<file path="config.mk">
export PLATFORM = sky130hd
export DESIGN_NAME = card_cfg_regs
export DESIGN_NICKNAME = d
export VERILOG_FILES = /design/src/rtl/card_cfg_pkg.sv /design/src/rtl/card_cfg_regfile.sv /design/src/rtl/card_cfg_pwr.sv /design/src/rtl/card_cfg_irq.sv /design/src/rtl/card_cfg_regs.sv
export SDC_FILE = /design/constraint.sdc
export NUM_CORES = 1
export LEC_CHECK = 0
export BUFFER_PORTS_ARGS = -buffer_cell sky130_fd_sc_hd__buf_2
export CAP_MARGIN = 20
export CORE_MARGIN = 2
export CORE_UTILIZATION = 51
export CTS_CLUSTER_SIZE = 14
export DETAILED_ROUTE_END_ITERATION = 8
export HOLD_SLACK_MARGIN = 0.03
export PLACE_DENSITY_LB_ADDON = 0.2
export SYNTH_ARGS = -nofsm -noshare
export SYNTH_HDL_FRONTEND = slang
export SYNTH_SLANG_ARGS = --single-unit
</file>
<file path="constraint.sdc">
create_clock -name clk -period 2.1 [get_ports clk]
set_clock_uncertainty 0.1 [all_clocks]
set_input_delay 0.105 -clock clk [delete_from_list [all_inputs] [get_ports clk]]
set_output_delay 0.105 -clock clk [all_outputs]
set_load 0.005 [all_outputs]
</file>
<file path="src/rtl/card_cfg_pkg.sv">
`timescale 1ns/1ps
package card_cfg_pkg;

    localparam int DATA_W = 8;
    localparam int IDX_W  = DATA_W - 2;

    // register offsets from the base address
    localparam int OFS_OPT  = 0;
    localparam int OFS_STAT = 2;
    localparam int OFS_PIN  = 4;
    localparam int OFS_SOCK = 6;

    // option register fields
    localparam int OPT_SRST = 7;
    localparam int OPT_LVL  = 6;

    // status register fields
    localparam int ST_INTR = 0;
    localparam int ST_PD   = 1;
    localparam int ST_SIG  = 2;
    localparam int ST_B8   = 3;
    localparam int ST_CHG  = 4;

    // pin register fields
    localparam int PIN_RDY = 0;
    localparam int PIN_CHG = 1;
    localparam int PIN_EN  = 2;

    // socket register field
    localparam int SOCK_DRV = 4;

    typedef enum logic [2:0] {
        SEL_NONE,
        SEL_OPT,
        SEL_STAT,
        SEL_PIN,
        SEL_SOCK
    } reg_sel_e;

    typedef enum logic [1:0] {
        PW_ACTIVE,
        PW_ENTER,
        PW_ASLEEP,
        PW_LEAVE
    } pwr_state_e;

    typedef enum logic [1:0] {
        IQ_IDLE,
        IQ_PULSE,
        IQ_LEVEL
    } irq_state_e;

endpackage

</file>
<file path="src/rtl/card_cfg_regfile.sv">
`timescale 1ns/1ps
module card_cfg_regfile
    import card_cfg_pkg::*;
#(
    parameter int ADDR_W    = 12,
    parameter int BASE_ADDR = 'h200
) (
    input  logic              clk,
    input  logic              rst_n,
    input  logic              ide_mode,
    input  logic              rd,
    input  logic              wr,
    input  logic [ADDR_W-1:0] addr,
    input  logic [DATA_W-1:0] wdata,
    output logic [DATA_W-1:0] rdata,
    input  logic              rdy_rep,
    input  logic              dev_ien,
    input  logic              irq_req,
    output logic              irq_act,
    output logic              srst,
    output logic              lvl_mode,
    output logic [IDX_W-1:0]  idx,
    output logic              pd_req,
    output logic              stschg_n
);

    localparam logic [ADDR_W-1:0] A_OPT  = ADDR_W'(BASE_ADDR + OFS_OPT);
    localparam logic [ADDR_W-1:0] A_STAT = ADDR_W'(BASE_ADDR + OFS_STAT);
    localparam logic [ADDR_W-1:0] A_PIN  = ADDR_W'(BASE_ADDR + OFS_PIN);
    localparam logic [ADDR_W-1:0] A_SOCK = ADDR_W'(BASE_ADDR + OFS_SOCK);

    reg_sel_e         sel;
    logic             srst_q, lvl_q, pd_q, sig_q, b8_q, chg_q, chg_en_q, drv_q;
    logic [IDX_W-1:0] idx_q;
    logic             rdy_prev_q, prev_ok_q;
    logic             wr_opt, wr_stat, wr_pin, wr_sock;
    logic             clear_all, rdy_edge;
    logic [DATA_W-1:0] rd_word;

    // address decode; hidden entirely in disk-emulation mode
    always_comb begin
        sel = SEL_NONE;
        if (!ide_mode) begin
            if      (addr == A_OPT)  sel = SEL_OPT;
            else if (addr == A_STAT) sel = SEL_STAT;
            else if (addr == A_PIN)  sel = SEL_PIN;
            else if (addr == A_SOCK) sel = SEL_SOCK;
        end
    end

    assign wr_opt  = wr && (sel == SEL_OPT);
    assign wr_stat = wr && (sel == SEL_STAT);
    assign wr_pin  = wr && (sel == SEL_PIN);
    assign wr_sock = wr && (sel == SEL_SOCK);

    assign clear_all = srst_q || (wr_opt && wdata[OPT_SRST]);
    assign rdy_edge  = prev_ok_q && (rdy_rep != rdy_prev_q);
    assign irq_act   = irq_req && dev_ien;

    always_ff @(posedge clk or negedge rst_n) begin
        if (!rst_n) begin
            srst_q     <= 1'b0;
            lvl_q      <= 1'b0;
            idx_q      <= '0;
            pd_q       <= 1'b0;
            sig_q      <= 1'b0;
            b8_q       <= 1'b0;
            chg_q      <= 1'b0;
            chg_en_q   <= 1'b1;
            drv_q      <= 1'b0;
            rdy_prev_q <= 1'b0;
            prev_ok_q  <= 1'b0;
        end else begin
            rdy_prev_q <= rdy_rep;
            prev_ok_q  <= 1'b1;
            if (clear_all) begin
                srst_q   <= wr_opt ? wdata[OPT_SRST] : 1'b1;
                lvl_q    <= 1'b0;
                idx_q    <= '0;
                pd_q     <= 1'b0;
                sig_q    <= 1'b0;
                b8_q     <= 1'b0;
                chg_q    <= 1'b0;
                chg_en_q <= 1'b1;
                drv_q    <= 1'b0;
            end else begin
                if (wr_opt) begin
                    lvl_q <= wdata[OPT_LVL];
                    idx_q <= wdata[IDX_W-1:0];
                end
                if (wr_stat) begin
                    pd_q  <= wdata[ST_PD];
                    sig_q <= wdata[ST_SIG];
                    b8_q  <= wdata[ST_B8];
                end
                if (rdy_edge && chg_en_q) begin
                    chg_q <= 1'b1;
                end else if (wr_pin) begin
                    chg_q <= wdata[PIN_CHG];
                end
                if (wr_pin) begin
                    chg_en_q <= wdata[PIN_EN];
                end
                if (wr_sock) begin
                    drv_q <= wdata[SOCK_DRV];
                end
            end
        end
    end

    // read multiplexer
    always_comb begin
        rd_word = '0;
        unique case (sel)
            SEL_OPT: begin
                rd_word[OPT_SRST]    = srst_q;
                rd_word[OPT_LVL]     = lvl_q;
                rd_word[IDX_W-1:0]   = idx_q;
            end
            SEL_STAT: begin
                rd_word[ST_INTR] = irq_act;
                rd_word[ST_PD]   = pd_q;
                rd_word[ST_SIG]  = sig_q;
                rd_word[ST_B8]   = b8_q;
                rd_word[ST_CHG]  = chg_q;
            end
            SEL_PIN: begin
                rd_word[PIN_RDY] = rdy_rep;
                rd_word[PIN_CHG] = chg_q;
                rd_word[PIN_EN]  = chg_en_q;
            end
            SEL_SOCK: begin
                rd_word[SOCK_DRV] = drv_q;
            end
            SEL_NONE: rd_word = '0;
            default:  rd_word = '0;
        endcase
        rdata = rd ? rd_word : '0;
    end

    assign srst     = srst_q;
    assign lvl_mode = lvl_q;
    assign idx      = idx_q;
    assign pd_req   = pd_q;
    assign stschg_n = !(sig_q && chg_q && (idx_q != '0));

    // soft reset keeps the mode index and interrupt mode cleared
    p_srst_clears_r3: assert property (@(posedge clk) disable iff (!rst_n)
        srst_q |-> (idx_q == '0) && !lvl_q && !chg_q);

    // a ready change with the enable set always leaves the flag set
    p_chg_edge_r4: assert property (@(posedge clk) disable iff (!rst_n)
        (rdy_edge && chg_en_q && !clear_all) |=> chg_q);

    // disk-emulation mode freezes the host-written fields
    p_ide_nowrite_r12: assert property (@(posedge clk) disable iff (!rst_n)
        (ide_mode && !srst_q) |=> $stable(idx_q) && $stable(lvl_q) && $stable(drv_q) && $stable(srst_q));

endmodule

</file>
<file path="src/rtl/card_cfg_pwr.sv">
`timescale 1ns/1ps
module card_cfg_pwr
    import card_cfg_pkg::*;
(
    input  logic clk,
    input  logic rst_n,
    input  logic card_rst,
    input  logic pd_req,
    input  logic pwr_ack,
    input  logic rdy_in,
    output logic rdy_rep,
    output logic pwr_down
);

    pwr_state_e state_q, state_d;

    always_comb begin
        state_d = state_q;
        unique case (state_q)
            PW_ACTIVE: if (pd_req)  state_d = PW_ENTER;
            PW_ENTER: begin
                if (!pd_req)      state_d = PW_LEAVE;
                else if (pwr_ack) state_d = PW_ASLEEP;
            end
            PW_ASLEEP: if (!pd_req) state_d = PW_LEAVE;
            PW_LEAVE: begin
                if (pd_req)        state_d = PW_ENTER;
                else if (!pwr_ack) state_d = PW_ACTIVE;
            end
            default: state_d = PW_ACTIVE;
        endcase
    end

    always_ff @(posedge clk or negedge rst_n) begin
        if (!rst_n)        state_q <= PW_ACTIVE;
        else if (card_rst) state_q <= PW_ACTIVE;
        else               state_q <= state_d;
    end

    always_comb begin
        rdy_rep  = 1'b0;
        pwr_down = 1'b0;
        unique case (state_q)
            PW_ACTIVE: rdy_rep = rdy_in;
            PW_ENTER:  pwr_down = 1'b1;
            PW_ASLEEP: begin
                rdy_rep  = rdy_in;
                pwr_down = 1'b1;
            end
            PW_LEAVE:  rdy_rep = 1'b0;
            default:   rdy_rep = 1'b0;
        endcase
    end

    // a change of the power request reports busy on the next cycle
    p_busy_switch_r7: assert property (@(posedge clk) disable iff (!rst_n || card_rst)
        !$stable(pd_req) |=> !rdy_rep);

endmodule

</file>
<file path="src/rtl/card_cfg_irq.sv">
`timescale 1ns/1ps
module card_cfg_irq
    import card_cfg_pkg::*;
#(
    parameter int PULSE_LEN = 4
) (
    input  logic clk,
    input  logic rst_n,
    input  logic card_rst,
    input  logic lvl_mode,
    input  logic req,
    output logic irq_n
);

    localparam int CNT_W = (PULSE_LEN > 1) ? $clog2(PULSE_LEN) : 1;
    localparam logic [CNT_W-1:0] CNT_LAST = CNT_W'(PULSE_LEN - 1);

    irq_state_e       state_q, state_d;
    logic [CNT_W-1:0] cnt_q, cnt_d;
    logic             req_q, rise;

    assign rise = req && !req_q;

    always_comb begin
        state_d = state_q;
        cnt_d   = cnt_q;
        unique case (state_q)
            IQ_IDLE: begin
                if (lvl_mode && req) begin
                    state_d = IQ_LEVEL;
                end else if (!lvl_mode && rise) begin
                    state_d = IQ_PULSE;
                    cnt_d   = '0;
                end
            end
            IQ_PULSE: begin
                if (lvl_mode) begin
                    state_d = req ? IQ_LEVEL : IQ_IDLE;
                end else if (rise) begin
                    cnt_d = '0;
                end else if (cnt_q == CNT_LAST) begin
                    state_d = IQ_IDLE;
                end else begin
                    cnt_d = cnt_q + 1'b1;
                end
            end
            IQ_LEVEL: begin
                if (!lvl_mode || !req) state_d = IQ_IDLE;
            end
            default: state_d = IQ_IDLE;
        endcase
    end

    always_ff @(posedge clk or negedge rst_n) begin
        if (!rst_n) begin
            state_q <= IQ_IDLE;
            cnt_q   <= '0;
            req_q   <= 1'b0;
        end else if (card_rst) begin
            state_q <= IQ_IDLE;
            cnt_q   <= '0;
            req_q   <= req;
        end else begin
            state_q <= state_d;
            cnt_q   <= cnt_d;
            req_q   <= req;
        end
    end

    always_comb begin
        unique case (state_q)
            IQ_PULSE: irq_n = 1'b0;
            IQ_LEVEL: irq_n = 1'b0;
            default:  irq_n = 1'b1;
        endcase
    end

    // a pulse, once started in pulse mode, lasts past its first cycle
    p_pulse_hold_r10: assert property (@(posedge clk) disable iff (!rst_n || card_rst)
        (!lvl_mode && $fell(irq_n)) |=> !irq_n);

    // level mode: output asserted one cycle after a high request
    p_level_on_r11: assert property (@(posedge clk) disable iff (!rst_n || card_rst)
        (lvl_mode && req) |=> !irq_n);

    // level mode: output released one cycle after the request drops
    p_level_off_r11: assert property (@(posedge clk) disable iff (!rst_n || card_rst)
        (lvl_mode && !req) |=> irq_n);

endmodule

</file>
<file path="src/rtl/card_cfg_regs.sv">
`timescale 1ns/1ps
module card_cfg_regs
    import card_cfg_pkg::*;
#(
    parameter int ADDR_W    = 12,
    parameter int BASE_ADDR = 'h200,
    parameter int PULSE_LEN = 4
) (
    input  logic              clk,
    input  logic              rst_n,
    input  logic              ide_mode,
    input  logic              attr_rd,
    input  logic              attr_wr,
    input  logic [ADDR_W-1:0] attr_addr,
    input  logic [7:0]        attr_wdata,
    output logic [7:0]        attr_rdata,
    input  logic              rdy_in,
    input  logic              pwr_ack,
    input  logic              dev_ien,
    input  logic              irq_req,
    output logic              card_rst,
    output logic [5:0]        mode_idx,
    output logic              pwr_down,
    output logic              stschg_n,
    output logic              irq_n
);

    logic rdy_rep, irq_act, lvl_mode, pd_req;

    card_cfg_regfile #(
        .ADDR_W    (ADDR_W),
        .BASE_ADDR (BASE_ADDR)
    ) u_regs (
        .clk      (clk),
        .rst_n    (rst_n),
        .ide_mode (ide_mode),
        .rd       (attr_rd),
        .wr       (attr_wr),
        .addr     (attr_addr),
        .wdata    (attr_wdata),
        .rdata    (attr_rdata),
        .rdy_rep  (rdy_rep),
        .dev_ien  (dev_ien),
        .irq_req  (irq_req),
        .irq_act  (irq_act),
        .srst     (card_rst),
        .lvl_mode (lvl_mode),
        .idx      (mode_idx),
        .pd_req   (pd_req),
        .stschg_n (stschg_n)
    );

    card_cfg_pwr u_pwr (
        .clk      (clk),
        .rst_n    (rst_n),
        .card_rst (card_rst),
        .pd_req   (pd_req),
        .pwr_ack  (pwr_ack),
        .rdy_in   (rdy_in),
        .rdy_rep  (rdy_rep),
        .pwr_down (pwr_down)
    );

    card_cfg_irq #(
        .PULSE_LEN (PULSE_LEN)
    ) u_irq (
        .clk      (clk),
        .rst_n    (rst_n),
        .card_rst (card_rst),
        .lvl_mode (lvl_mode),
        .req      (irq_act),
        .irq_n    (irq_n)
    );

endmodule

</file>
==> qor.txt, run 1 <==
slew at the pin closest to its max-slew limit: 498 ps
leading post-synthesis cells by cell area: dfrtp_1 (36%), mux2i_1 (9.9%), ha_1 (7.4%)
outcome: complete, no violations
total of flip-flops plus latches after synthesis: 23
average wire length per cell after detail routing: 14.9 um
sequential fraction of the synthesis area: 38.1%
clock insertion delay at the later pin of the skew report: 300 ps
area occupied by registers: 577 um2
startpoint kind of the worst setup timing path: input port
buffers from clock root to sink, at most: 2
Global Route Usage Sum: 22.7%
initial antenna violation count: 0
share of the synthesized area in the top cell type: 36.3%
final instance count without filler cells: 245
number of design-rule violations left by the first detailed-router iteration: 49
timing-limited maximum frequency: 506 MHz
Power Dens Cells: 702 mW/mm2
via/cell ratio: 5.64
cell with the largest stage delay on the worst path: or4_4
worst min-delay path category: in -> reg
most used flip-flop cell after synthesis: dfrtp_1
Clock Tree Root: clkbuf_4
count of endpoints failing setup in the final report: 0
via count of the first global-routing pass: 1,321
post-detailed-route DRC marker count: 0
Synth Cell Area: 0.00152 mm2
number of clock sinks seen by CTS: 23
top fanout value on the critical path: 6
area enclosed by the die boundary: 0.00342 mm2
final wirelength: 3650 um
routed via count: 1,383
number of flops mapped to enable cells by yosys: 0
worst IR drop on VDD: 0.820 mV
post-synth net total: 195
Synth Warn #: 0
maximum level of the CTS H-tree: 1
Clk pin slew, worst setup/hold paths: 120 ps
cells on worst reg2reg path: 6
floorplan die height: 58.5 um
worst hold path cell count: 3
fraction of registers with async set or reset after synthesis: 100%
launch point of the worst reg-to-reg path: u_irq.state_q[0]
Cells after DPL: 232
number of distinct library cell variants in the gate-level netlist after synthesis: 45
Setup WS post-layout: 125 ps
final estimated routing congestion in global placement: 0.864
cell breakdown of the critical path: buf_2 -> or4_4 -> or4_4 -> nor3_4 -> and2_1 -> buf_2
setup slack at placement: -23.9 ps
DIE WIDTH: 58.5 um
Hold EP: u_irq.req_q
arrival time at the worst endpoint: 1770 ps
area used by multi-input combinational logic: 880 um2
number of antenna-violating nets in the routed design: 0
Critical R2R Capture: u_irq.state_q[1]
cell row count: 19
number of hold violations in the final report: 0
final layout net count: 253
maximum number of pins on one net before global-route repair: 24
pins over their slew limit: 0
number of maximum-capacitance violations: 0
worst hold path startpoint: dev_ien
starting density of the core: 54.5%
global-route wire length before repair: 5930 um
Syn Inst Count: 157
Final TNS setup: 0 ps
antenna cells: 0
placeable core area: 0.00278 mm2
cell with the most instances after synthesis: dfrtp_1
TritonCTS buffer count: 3
total leakage power: 0.964 nW
Crit Path Category: in -> out
aggregate global routing overflow: 0
count of fill cells added during filler insertion: 236
post-synthesis cell type with the largest combined area: dfrtp_1
TritonCTS clock tree: done
worst slew margin relative to its limit: 66.6%
total iterations of the first detailed-routing run: 4
worst setup slack for register-to-register paths: 340 ps
Critical Path Max Stage Delay: 600 ps
DP HPWL: 2650 um
kind of cell with the highest combined delay on the critical path: simple AND/OR/NAND/NOR gates
layout cells sized above 1: 34.6%
Synth Area per Inst: 9.65 um2
Buf/Inv on CP: 2
post-route fraction of the period consumed by the critical path: 94.1%
Ports: 47
area growth from synthesis to layout: 26.3%
leading cell types by count after synthesis: dfrtp_1 (22), nor2_1 (21), mux2i_1 (15)
nature of the critical path endpoint: output port
minimum clock period after layout: 1980 ps
number of buffers inserted by port buffering: 46
data required time at the worst endpoint: 1890 ps
## sequential cells by signal, indices dropped and copies added (netlist names)
name               cells
u_regs.chg_en_q        1
u_regs.srst            1
u_regs.lvl_mode        1
u_regs.rdy_prev_q      1
u_pwr.state_q          2
u_regs.prev_ok_q       1
u_regs.idx             6
u_irq.cnt_q            2
u_regs.pd_req          1
u_regs.b8_q            1
u_irq.req_q            1
u_regs.chg_q           1
u_regs.sig_q           1
u_irq.state_q          2
u_regs.drv_q           1
## worst min-delay path: cells and delay by family
family                 cells  cell delay (ps)
buffers and inverters      2              210
AND/OR/NAND/NOR            1              110
## where the power goes
group / internal [mW] / switching (mW)
logic: 0.288 / 0.284
registers: 0.514 / 0.0553
clock network: 0.0710 / 0.131
## per-layer routing
metal	GRT usage (%)	up-vias	wire length (um)
met3	1.98	2	271
met4	6.98	0	16
li1	-	665	-
met2	39.6	64	1820
met5	0	-	0
met1	29.8	652	1540
## final cells by class
cell class / count / area share, %
inverters: 9 / 1.76
repair buffers: 61 / 18.7
well taps: 31 / 2.03
multi-input cells: 117 / 45.9
clock inverters: 1 / 0.261
clock buffers: 3 / 1.18
flip-flops and latches: 23 / 30.1
## cell usage in the layout, fill, tap and decap left out, types with 2 or more instances in the layout
master and count:
dlygate4sd3_1 6, clkbuf_4 3, a21oi_1 5, nor2_1 21, ha_1 8, nor2b_1 10, nand3b_1 2, nand2b_1 6
inv_1 9, dfrtp_1 22, mux2_2 4, buf_2 46, or3b_2 2, buf_4 9, mux2i_1 15, or4_1 2
or4_4 2, o21ai_0 3, nand2_1 3, nand3_1 2, and2_1 3, nor3_1 3, nor4_1 3
## what timing repair did
action,4_1_cts,5_1_grt
pin swaps,0,1
endpoints found under the hold margin,30,0
gates resized for setup,1,2
hold buffers,6,0
setup endpoints to repair,3,2
buffers inserted,0,3
gates cloned,0,0
## cell families (layout without fill, tap and decap cells)
| kind of cell | count (synthesis) | count (layout) | share of synthesized area (%) |
|---|---|---|---|
| adder cells (fa/ha/maj) | 9 | 9 | 7.43 |
| AND/OR/NAND/NOR | 64 | 64 | 25.0 |
| AO/OA/AOI/OAI | 22 | 22 | 10.1 |
| multiplexers | 20 | 20 | 13.9 |
| XOR/XNOR | 1 | 1 | 0.578 |
| other | 1 | 1 | 0.247 |
| flip-flops | 23 | 23 | 38.1 |
| buffers and inverters | 17 | 74 | 4.71 |
## worst max-delay path by stage
stage                           from            end  slack, ps  cells after the start
detailed placement      attr_addr[7]  attr_rdata[5]        -20                      6
floorplan               attr_addr[7]    u_regs.srst        200                      4
finish                  attr_addr[7]  attr_rdata[5]        120                      6
global route        u_pwr.state_q[1]  attr_rdata[0]         -3                      7
CTS                     attr_addr[7]  attr_rdata[5]         90                      6
global placement        attr_addr[7]  attr_rdata[7]         80                      6
## per-stage QoR
stage	power, mW	area (um2)	utilization, %	hold WS, ps
4_1_cts	1.31	1880	67.7	49.6
5_1_grt	1.45	1910	68.8	69.1
6_report	1.34	1910	68.8	59.1
3_5_place_dp	1.10	1790	64.4	5.19
2_1_floorplan	0.940	1520	-	-291
3_3_place_gp	1.06	1790	64.4	-0.989
Note: power is estimated with default switching activity, not from simulation.
==> run 2: changes to the inputs <==
--- a/config.mk
+++ b/config.mk
@@ -6,9 +6,11 @@
 export NUM_CORES = 1
 export LEC_CHECK = 0
 export BUFFER_PORTS_ARGS = -buffer_cell sky130_fd_sc_hd__buf_2
-export CAP_MARGIN = 20
+export CAP_MARGIN = 25
+export CORE_ASPECT_RATIO = 0.75
 export CORE_MARGIN = 2
 export CORE_UTILIZATION = 51
+export CTS_BUF_LIST = sky130_fd_sc_hd__clkbuf_8 sky130_fd_sc_hd__clkbuf_16
 export CTS_CLUSTER_SIZE = 14
 export DETAILED_ROUTE_END_ITERATION = 8
 export HOLD_SLACK_MARGIN = 0.03
==> run 2 against run 1 <==
Against the previous run:
- count of clock-buffer cells in the layout unchanged
- worst hold slack got worse by 20 ps
- sequential share of layout area about the same
- fmax increased by 1.2%
- power increased by 4.3%
- largest cell class unchanged
==> qor.txt, run 2 (same netlist as run 1, synthesis figures left out) <==
outcome: complete, no violations
max reg flops: 6 (unchanged)
count of endpoints failing setup in the final report: 0 (unchanged)
TritonCTS clock tree: done
top fanout value on the critical path: 6 (unchanged)
Crit Path Category: in -> out
via/cell ratio: 5.37 (-4.9%)
timing-limited maximum frequency: 512 MHz (+1.2%)
initial antenna violation count: 0 (unchanged)
leading cell types in the layout, fill and taps excluded: buf_2 (46), dfrtp_1 (22), nor2_1 (21), mux2i_1 (15)
Clock Tree Root: clkbuf_8
Final TNS setup: 0 ps (unchanged)
maximum level of the CTS H-tree: 1 (unchanged)
area enclosed by the die boundary: 0.00343 mm2 (+0.14%)
final estimated routing congestion in global placement: 0.903 (+4.6%)
routed via count: 1,337 (-3.3%)
worst IR drop on VDD: 0.392 mV (-52%)
average wire length per cell after detail routing: 14.9 um (+0.23%)
total power consumption of the routed design: 1.40 mW (+4.3%)
worst slew margin relative to its limit: 66.4% (-0.17 points)
layout cells sized above 1: 33.6% (-0.93 points)
minimum clock period after layout: 1950 ps (-23.7 ps)
Power Dens Cells: 731 mW/mm2 (+4.1%)
unrepaired setup endpoints after global routing: false
total placed instance area: 0.00181 mm2 (+1.2%)
area growth from synthesis to layout: 26.5%
Clk pin slew, worst setup/hold paths: 80 ps (-40 ps)
post-route fraction of the period consumed by the critical path: 92.9% (-1.1 points)
total leakage power: 0.961 nW (-0.32%)
via count of the first global-routing pass: 1,361 (+3.0%)
number of design-rule violations left by the first detailed-router iteration: 55 (+12%)
floorplan die height: 51.2 um (-12%)
post-route cell area: 0.00192 mm2 (+0.13%)
number of buffers inserted by port buffering: 46 (unchanged)
TritonCTS buffer count: 3 (unchanged)
final layout net count: 250 (-1.2%)
DP HPWL: 2840 um (+7.4%)
DIE WIDTH: 66.9 um (+14%)
Global Route Usage Sum: 24.8% (+2.1 points)
number of antenna-violating nets in the routed design: 0 (unchanged)
antenna cells: 0 (unchanged)
maximum number of pins on one net before global-route repair: 24 (unchanged)
nature of the critical path endpoint: output port
number of maximum-capacitance violations: 0 (unchanged)
global-route wire length before repair: 6310 um (+6.5%)
aggregate global routing overflow: 0 (unchanged)
placeable core area: 0.00289 mm2 (+4.0%)
slew at the pin closest to its max-slew limit: 500 ps (+2.59 ps)
worst min-delay path category: in -> reg
buffers from clock root to sink, at most: 2 (unchanged)
number of clock sinks seen by CTS: 23 (unchanged)
count of fill cells added during filler insertion: 264 (+12%)
post-detailed-route DRC marker count: 0 (unchanged)
number of hold violations in the final report: 0 (unchanged)
cell row count: 17 (-2)
starting density of the core: 52.4% (-2.1 points)
total iterations of the first detailed-routing run: 4 (unchanged)
pins over their slew limit: 0 (unchanged)
data required time at the worst endpoint: 1890 ps (about the same)
final wirelength: 3720 um (+1.9%)
arrival time at the worst endpoint: 1750 ps (-20 ps)
most frequent standard cell in the layout excluding fill and tap cells: buf_2
Ports: 47 (unchanged)
clock insertion delay at the later pin of the skew report: 260 ps (-40 ps)
startpoint kind of the worst setup timing path: input port
[run 2: changes by cell type in the layout (fill, tap and decap cells not counted), sizes merged]
| cell | change |
|---|---|
| inv | +1 |
| clkinv | -1 |
| dlygate4sd3 | -2 |
| buf | -1 |
[run 2: cell type report]
cell class,instances,area (um2),area share (%)
inverter,9,33.8,1.76
multi-input combinational,117,871,45.4
timing repair buffer,58,343,17.9
sequential,23,577,30.1
clock inverter,1,3.75,0.196
tap,38,47.5,2.48
clock buffer,3,41.3,2.15
[run 2: timing repair]
item / CTS / global route
resized for setup: 0 / 1
setup endpoints to repair: 0 / 4
endpoints found under the hold margin: 25 / 0
hold buffers: 4 / 0
setup buffers: 0 / 2
[run 2: worst max-delay path, stage by stage]
cell and delay, ps:
buf_2 100, or4_4 530, or4_4 580, nor3_2 180, and2_1 150, buf_2 100
[run 2: metal layers]
layer  wire [um]  up-vias  GRT usage (%)
met3         171        4           5.29
met5           0        -              0
li1            -      658              -
met4          31        0           6.80
met2        1860       47           40.0
met1        1660      628           33.8
[run 2: power by group]
| part | internal (mW) | total, mW | switching, mW |
|---|---|---|---|
| Combinational | 0.279 | 0.564 | 0.285 |
| Sequential | 0.515 | 0.571 | 0.0560 |
| Clock | 0.131 | 0.266 | 0.135 |
| Total | 0.924 | 1.40 | 0.476 |
[run 2: path summary, 6_finish.rpt]
check / slack (ps) / from / endpoint / cells past startpoint
setup / recovery: 150 / attr_addr[7] / attr_rdata[7] / 6
hold / removal: 40 / attr_wdata[3] / u_regs.b8_q / 3
setup reg to reg: 330 / u_irq.state_q[0] / u_irq.state_q[0] / 6
hold reg to reg: 420 / u_irq.cnt_q[1] / u_irq.cnt_q[1] / 1
max in group asynchronous: 1320 / rst_n / u_regs.chg_en_q / 2
min in group asynchronous: 230 / rst_n / u_regs.chg_q / 2
[run 2: metrics by stage]
| step | hold slack, ps | util [%] | cells | worst slack (ps) |
|---|---|---|---|---|
| detailed placement | 6.67 | 62.7 | 239 | 52.4 |
| global placement | 4.13 | 62.7 | 239 | 68.6 |
| CTS | 35.3 | 65.6 | 247 | 42.0 |
| floorplan | -291 | - | 157 | 205 |
| global route | 55.1 | 66.3 | 249 | 16.1 |
| finish | 39.2 | 66.3 | 249 | 148 |
